[config.mk]
export PLATFORM = sky130hd
export DESIGN_NAME = burst_addr_seq
export DESIGN_NICKNAME = d
export VERILOG_FILES = /design/src/rtl/bseq_pkg.sv /design/src/rtl/bseq_strobe_qual.sv /design/src/rtl/bseq_beat_ctr.sv /design/src/rtl/bseq_order_map.sv /design/src/rtl/burst_addr_seq.sv
export SDC_FILE = /design/constraint.sdc
export NUM_CORES = 1
export LEC_CHECK = 0
export CAP_MARGIN = 25
export CORE_AREA = 2 2 39 41
export CTS_CLUSTER_SIZE = 20
export DETAILED_ROUTE_END_ITERATION = 10
export DIE_AREA = 0 0 41 43
export GPL_TIMING_DRIVEN = 0
export SLEW_MARGIN = 10
export SYNTH_ARGS = -nofsm -noshare
export SYNTH_HDL_FRONTEND = slang
export SYNTH_SLANG_ARGS = --single-unit
[constraint.sdc]
create_clock -name clk -period 0.9 [get_ports clk]
set_input_delay 0.18 -clock clk [delete_from_list [all_inputs] [get_ports clk]]
set_output_delay 0.18 -clock clk [all_outputs]
set_load 0.05 [all_outputs]
[src/rtl/bseq_pkg.sv]
package bseq_pkg;

   typedef enum logic [1:0] {
      LD_NONE = 2'd0,
      LD_PROC = 2'd1,
      LD_CTRL = 2'd2
   } ld_src_e;

   typedef enum logic {
      ORD_LINEAR = 1'b0,
      ORD_XOR    = 1'b1
   } order_e;

endpackage

[src/rtl/bseq_strobe_qual.sv]
module bseq_strobe_qual
   import bseq_pkg::*;
(
   input  logic    proc_stb_n,
   input  logic    ctrl_stb_n,
   input  logic    ce1_n,
   input  logic    load_ok_i,
   output ld_src_e src_o
);

   logic proc_take;
   logic ctrl_take;

   // processor strobe needs its own enable as well as the chip-select qualifier
   assign proc_take = ~proc_stb_n & ~ce1_n & load_ok_i;
   assign ctrl_take = ~ctrl_stb_n & load_ok_i;

   always_comb begin
      if (proc_take)      src_o = LD_PROC;
      else if (ctrl_take) src_o = LD_CTRL;
      else                src_o = LD_NONE;
   end

endmodule

[src/rtl/bseq_beat_ctr.sv]
module bseq_beat_ctr #(
   parameter int BEAT_BITS = 2
) (
   input  logic                 clk,
   input  logic                 rst_n,
   input  logic                 load_i,
   input  logic [BEAT_BITS-1:0] start_i,
   input  logic                 adv_n,
   output logic [BEAT_BITS-1:0] start_q,
   output logic [BEAT_BITS-1:0] beat_q,
   output logic                 last_o
);

   localparam logic [BEAT_BITS-1:0] BEAT_ONE  = BEAT_BITS'(1);
   localparam logic [BEAT_BITS-1:0] BEAT_LAST = {BEAT_BITS{1'b1}};

   always_ff @(posedge clk or negedge rst_n) begin
      if (!rst_n) begin
         start_q <= '0;
         beat_q  <= '0;
      end else if (load_i) begin
         start_q <= start_i;
         beat_q  <= '0;
      end else if (!adv_n) begin
         beat_q  <= beat_q + BEAT_ONE;   // wraps inside the group
      end
   end

   assign last_o = (beat_q == BEAT_LAST);

endmodule

[src/rtl/bseq_order_map.sv]
module bseq_order_map
   import bseq_pkg::*;
#(
   parameter int BEAT_BITS = 2
) (
   input  logic [BEAT_BITS-1:0] start_i,
   input  logic [BEAT_BITS-1:0] beat_i,
   input  order_e               order_i,
   output logic [BEAT_BITS-1:0] addr_o
);

   logic [BEAT_BITS-1:0] lin_addr;
   logic [BEAT_BITS-1:0] xor_addr;

   assign lin_addr = start_i + beat_i;

   for (genvar b = 0; b < BEAT_BITS; b++) begin : g_xor_bit
      assign xor_addr[b] = start_i[b] ^ beat_i[b];
   end

   assign addr_o = (order_i == ORD_XOR) ? xor_addr : lin_addr;

endmodule

[src/rtl/burst_addr_seq.sv]
module burst_addr_seq
   import bseq_pkg::*;
#(
   parameter int BEAT_BITS = 2
) (
   input  logic                 clk,
   input  logic                 rst_n,
   input  logic [BEAT_BITS-1:0] addr_lo_i,
   input  logic                 proc_stb_n,
   input  logic                 ctrl_stb_n,
   input  logic                 ce1_n,
   input  logic                 load_ok_i,
   input  logic                 adv_n,
   input  logic                 order_sel,
   output logic [BEAT_BITS-1:0] baddr_o,
   output logic                 final_beat_o
);

   localparam int BEATS = 1 << BEAT_BITS;

   if (BEAT_BITS < 1 || BEAT_BITS > 4) begin : g_bad_width
      $error("burst_addr_seq: BEAT_BITS must lie in 1..4");
   end
   if (BEATS < 2) begin : g_bad_beats
      $error("burst_addr_seq: a burst needs at least two beats");
   end

   ld_src_e              ld_src;
   logic                 load;
   logic [BEAT_BITS-1:0] start_q;
   logic [BEAT_BITS-1:0] beat_q;
   order_e               order;

   assign order = order_e'(order_sel);

   bseq_strobe_qual u_qual (
      .proc_stb_n (proc_stb_n),
      .ctrl_stb_n (ctrl_stb_n),
      .ce1_n      (ce1_n),
      .load_ok_i  (load_ok_i),
      .src_o      (ld_src)
   );

   assign load = (ld_src != LD_NONE);

   bseq_beat_ctr #(.BEAT_BITS(BEAT_BITS)) u_ctr (
      .clk     (clk),
      .rst_n   (rst_n),
      .load_i  (load),
      .start_i (addr_lo_i),
      .adv_n   (adv_n),
      .start_q (start_q),
      .beat_q  (beat_q),
      .last_o  (final_beat_o)
   );

   bseq_order_map #(.BEAT_BITS(BEAT_BITS)) u_map (
      .start_i (start_q),
      .beat_i  (beat_q),
      .order_i (order),
      .addr_o  (baddr_o)
   );

endmodule

* Yosys cells after proc, flatten, opt, wreduce, memory -nomap -nowiden *
Index checks and enable logic that the tools add are counted.

cells by class
  add/sub/neg operators = 2
  equal/unequal tests = 2
  reduce and logical (&&, ||, !) cells = 1
  muxes and demuxes = 5
  bitwise logic cells = 8

operators by type and width
  operator             count
  $mux 2               5
  $and 1x1->1          3
  $not 1->1            3
  $add 2x1->2 const B  1
  $add 2x2->2          1
  $eq 2x2->1 const B   1
  $ne 2x1->1 const B   1
  $reduce_bool 2->1    1
  $xor 1x1->1          2

word-level totals
  register bits = 4
  input bits = 10
  logic and storage cells = 20
  output and inout port bits = 3

* Longest topological paths before layout *
  depth in word-level cells = 6
  gate-level depth with buffers = 3
  depth with buffers taken out = 3

* Hierarchy *
From an unflattened synthesis, not the netlist that was laid out.

second synthesis, totals
  cells, all modules = 20
  area total of the unflattened synthesis = 230.2 sq um

modules (own cells, without submodules)
  module            instances  area an instance (sq um)  cells an instance  seq. area each (sq um)
  bseq_beat_ctr     1          161.4                     11                 100.1
  bseq_order_map    1          36.3                      4                  0.0
  bseq_strobe_qual  1          26.3                      4                  0.0
  burst_addr_seq    1          6.3                       1                  0.0

* Least setup slack after synthesis *
No wires, ideal clock.

  kind = register to output
  from = reg u_ctr.beat_q[0]
  to = out baddr_o[1]
  buffers on the path = 0
  cell stages (with the launch flop) = 4
  arrival = 1.505 ns
  path slack = -0.785 ns
  required time = 0.720 ns
  cells stage by stage = dfrtp_1 ha_1 nor2b_1 xnor2_1

on the way
  cells in the longest elaborated chain, start to end = 2

ends and longest elaborated chain
  element                   RTL line              source
  start: declaration        bseq_beat_ctr.sv:10   output logic [BEAT_BITS-1:0] beat_q,
  start signal: assignment  bseq_beat_ctr.sv:25   beat_q <= beat_q + BEAT_ONE;
  $add 2x2->2               bseq_order_map.sv:15  assign lin_addr = start_i + beat_i;
  $mux 2                    bseq_order_map.sv:21  assign addr_o = (order_i == ORD_XOR) ? xor_addr : lin_addr;
  end: declaration          burst_addr_seq.sv:15  output logic [BEAT_BITS-1:0] baddr_o,

Every way passes these cells.

* Worst setup path in the final report *
Same ends and word-level chain as after synthesis.

==> results.py <==
metrics = {
    "die": {
        "die-area_um2": 1763,
        "die_x_um": 41,
        "rows": 14,
        "initial_core_util": 0.1709,
        "die_h_um": 43,
        "core-area_um2": 1384,
        "num_io_pins": 13,
    },
    "setup_path": {
        "ff2ff_setup_slack_ns": -0.13,
        "max_stage_delay_ns": 0.40,
        "rr_startpoint": "u_ctr.beat_q[1]$_DFFE_PN0P_",
        "rr_endpoint": "u_ctr.beat_q[1]$_DFFE_PN0P_",
        "crit_slowest_cell": "dfrtp_1",
        "endpoint_kind": "output port",
        "worst-path-max-fanout": 3,
        "crit_required_ns": 0.72,
        "path_class": "flop to output port",
        "cp-start-kind": "flop",
        "crit_arrival_ns": 1.24,
        "cp_cell_sequence": "ha_4 > nor2b_4 > xnor2_4 > buf_6",
        "reg2regPathDepth": 3,
    },
    "sta": {
        "hold_ws_ns": 0.1469,
        "max_slew.worst_pin.slew_ns": 0.2692,
        "setup_viol": 5,
        "fin_skew_ns": 0.00002827,
        "finalCriticalPeriod_ns": 1.420,
        "finalWorstSetupSlack_ns": -0.5198,
        "max_freq_mhz": 704.3,
        "finalCritPeriodShare": 1.578,
        "hold_viol": 0,
        "finalMaxSlewViolations": 0,
        "max_slew_margin": 0.8197,
        "rsz0062_at_grt": "yes",
        "tns_ns": -1.382,
    },
    "clock_network": {
        "cts_max_path_buffers": 2,
        "cts_tree": "done",
        "hold_buffers": 0,
        "clk_latency_ns": 0.23,
        "path_clk_slew_ns": 0.04,
        "cts_max_level": 1,
        "cts_root_buffer": "clkbuf_4",
        "cts_sinks": 4,
        "cts_buffers": 3,
    },
    "drt": {
        "routed_wl_um": 498,
        "vias": 227,
        "firstDrtPassIters": 1,
        "drcViolationCount": 0,
        "wl_per_cell_um": 8.893,
        "drt_iter0_drc": 0,
        "drtAntennaViolNets": 0,
        "viasPerCell": 4.054,
    },
    "final_layout": {
        "drive_above_1_share": 0.3500,
        "nets": 54,
        "fin_area_um2": 488.0,
        "antenna_cells": 0,
        "layout_commonest_cell": "clkdlybuf4s50_1",
        "syn2layout_area_growth_pct": 106.3,
        "final_cell_mix": "clkdlybuf4s50_1, dfrtp_1, clkbuf_4, buf_6",
        "fin_util": 0.3526,
        "fillCellCount": 145,
    },
    "synthesis": {
        "synthesis.nets": 35,
        "synth_top_family_by_area": "compound AO/OA/AOI/OAI gates",
        "syn-instance-count": 23,
        "synth-seq-area-share": 0.4233,
        "yosys.cell_types.count": 13,
        "ys_ff_latch": 4,
        "yosysWarnings": 0,
        "synth_compound_area_frac": 0.1693,
        "synthXorXnorAreaFrac": 0.1111,
        "synthSimpleGateAreaFrac": 0.1164,
        "synth_area_per_cell_um2": 10.28,
        "syn_area_um2": 236.5,
        "muxShareOfSynthArea": 0.04233,
        "synth_fa_ha_area_frac": 0.1058,
    },
    "pwr": {
        "peakVddDrop_mv": 0.7730,
        "internal_power_uw": 674.4,
        "power_density_nw_per_um2": 2241,
        "p_seq_frac": 0.240,
        "p_comb_frac": 0.559,
        "p_leak_nw": 0.2227,
        "p_switching_uw": 419.0,
        "pwr-share-clk": 0.202,
        "switching_share": 0.3832,
    },
    "global_routing": {
        "overflow": 0,
        "met1_usage": 0.08852,
        "busiest_layer": "met1",
        "grt.met3_usage": 0.03665,
        "grt_pass1_vias": 214,
        "use_met2": 0.08750,
        "grt_pass1_wl_um": 821,
        "grt_usage": 0.07172,
        "antenna_found_initial": 0,
        "grt_max_degree": 7,
    },
    "run_status": {
        "violations": "setup timing",
        "outcome": "finished, violations left",
    },
    "placed_design": {
        "post-place-ws_ns": -1.012,
        "port_buffers": 12,
        "place_area_um2": 405.4,
        "finalWeightedCongestion": 0.6375,
    },
    "run": {
        "drv_cap": 0,
    },
    "worst_hold_path": {
        "holdCritPathClass": "primary input to async pin",
    },
}
[cells in the mapped netlist]
cell     n  share of area
a21oi_1  2          0.042
dfrtp_1  4           0.42
ha_1     2           0.11
inv_1    2          0.032
mux2i_1  1          0.042
nand2_1  2          0.032
nor2b_1  2          0.053
nor3b_1  1          0.032
o21a_1   1          0.032
o21ai_0  1          0.021
o32ai_1  2          0.074
xnor2_1  2          0.074
xor2_1   1          0.037
[per-stage QoR]
step	instances	power, mW
floorplan	23	0.6188
global placement	51	0.7518
detailed placement	51	0.7614
CTS	55	1.057
global route	56	1.160
finish	56	1.093
[worst max-delay path, delay by kind of cell (launching register included)]
| family | cells | cell delay, ns |
|---|---|---|
| fa+ha+maj | 1 | 0.14 |
| simple gates | 1 | 0.17 |
| xor+xnor | 1 | 0.12 |
| buf+inv | 1 | 0.17 |
| flops | 1 | 0.40 |
[final cells by class]
class | count | area [µm²] | share of cell area
Multi-Input combinational cell | 17 | 187.7 | 0.3846
Timing Repair Buffer | 14 | 150.1 | 0.3077
Inverter | 2 | 7.507 | 0.01538
Sequential cell | 4 | 100.1 | 0.2051
Tap cell | 16 | 20.02 | 0.04103
Clock buffer | 3 | 22.52 | 0.04615
[flip-flops by register name, summed over array words and instances (netlist names)]
signal / count
u_ctr.start_q: 2
u_ctr.beat_q: 2
[metal layers]
layer	vias to the layer above	share of wire
met5	-	0
met4	0	0
met3	0	0.16
met2	15	0.43
met1	95	0.40
li1	117	-
[kinds of logic (layout without fill, tap and decap cells)]
logic type      after synthesis  after routing
flops                         4              4
simple gates                  5              5
buf+inv                       2             19
compound gates                6              6
xor+xnor                      3              3
mux                           1              1
fa+ha+maj                     2              2
[power groups by stage]
stage | logic [mW] | clock network (mW) | registers, mW
after global placement | 0.500 | 0 | 0.251
after floorplan | 0.373 | 0 | 0.246
final | 0.611 | 0.221 | 0.262
after CTS | 0.565 | 0.235 | 0.256
after detailed placement | 0.508 | 0 | 0.254
after global routing | 0.649 | 0.244 | 0.268
[what timing repair did]
action,CTS,global route
gates cloned,0,0
pin swaps,2,3
hold endpoints to repair,0,0
setup buffers,1,1
gates resized for setup,24,6
endpoints found under the setup margin,6,6
[worst max path at each step]
stage,slack (ns),cells after the start,from,endpoint
3_5_place_dp,-1.01,4,order_sel,baddr_o[1]
6_report,-0.52,4,u_ctr.beat_q[0]$_DFFE_PN0P_,baddr_o[1]
2_1_floorplan,-0.32,3,u_ctr.beat_q[0]$_DFFE_PN0P_,baddr_o[1]
4_1_cts,-0.55,4,u_ctr.beat_q[0]$_DFFE_PN0P_,baddr_o[1]
5_1_grt,-0.58,4,u_ctr.beat_q[0]$_DFFE_PN0P_,baddr_o[1]
3_3_place_gp,-1.01,4,order_sel,baddr_o[1]
Power figures use the tool's default switching activity.
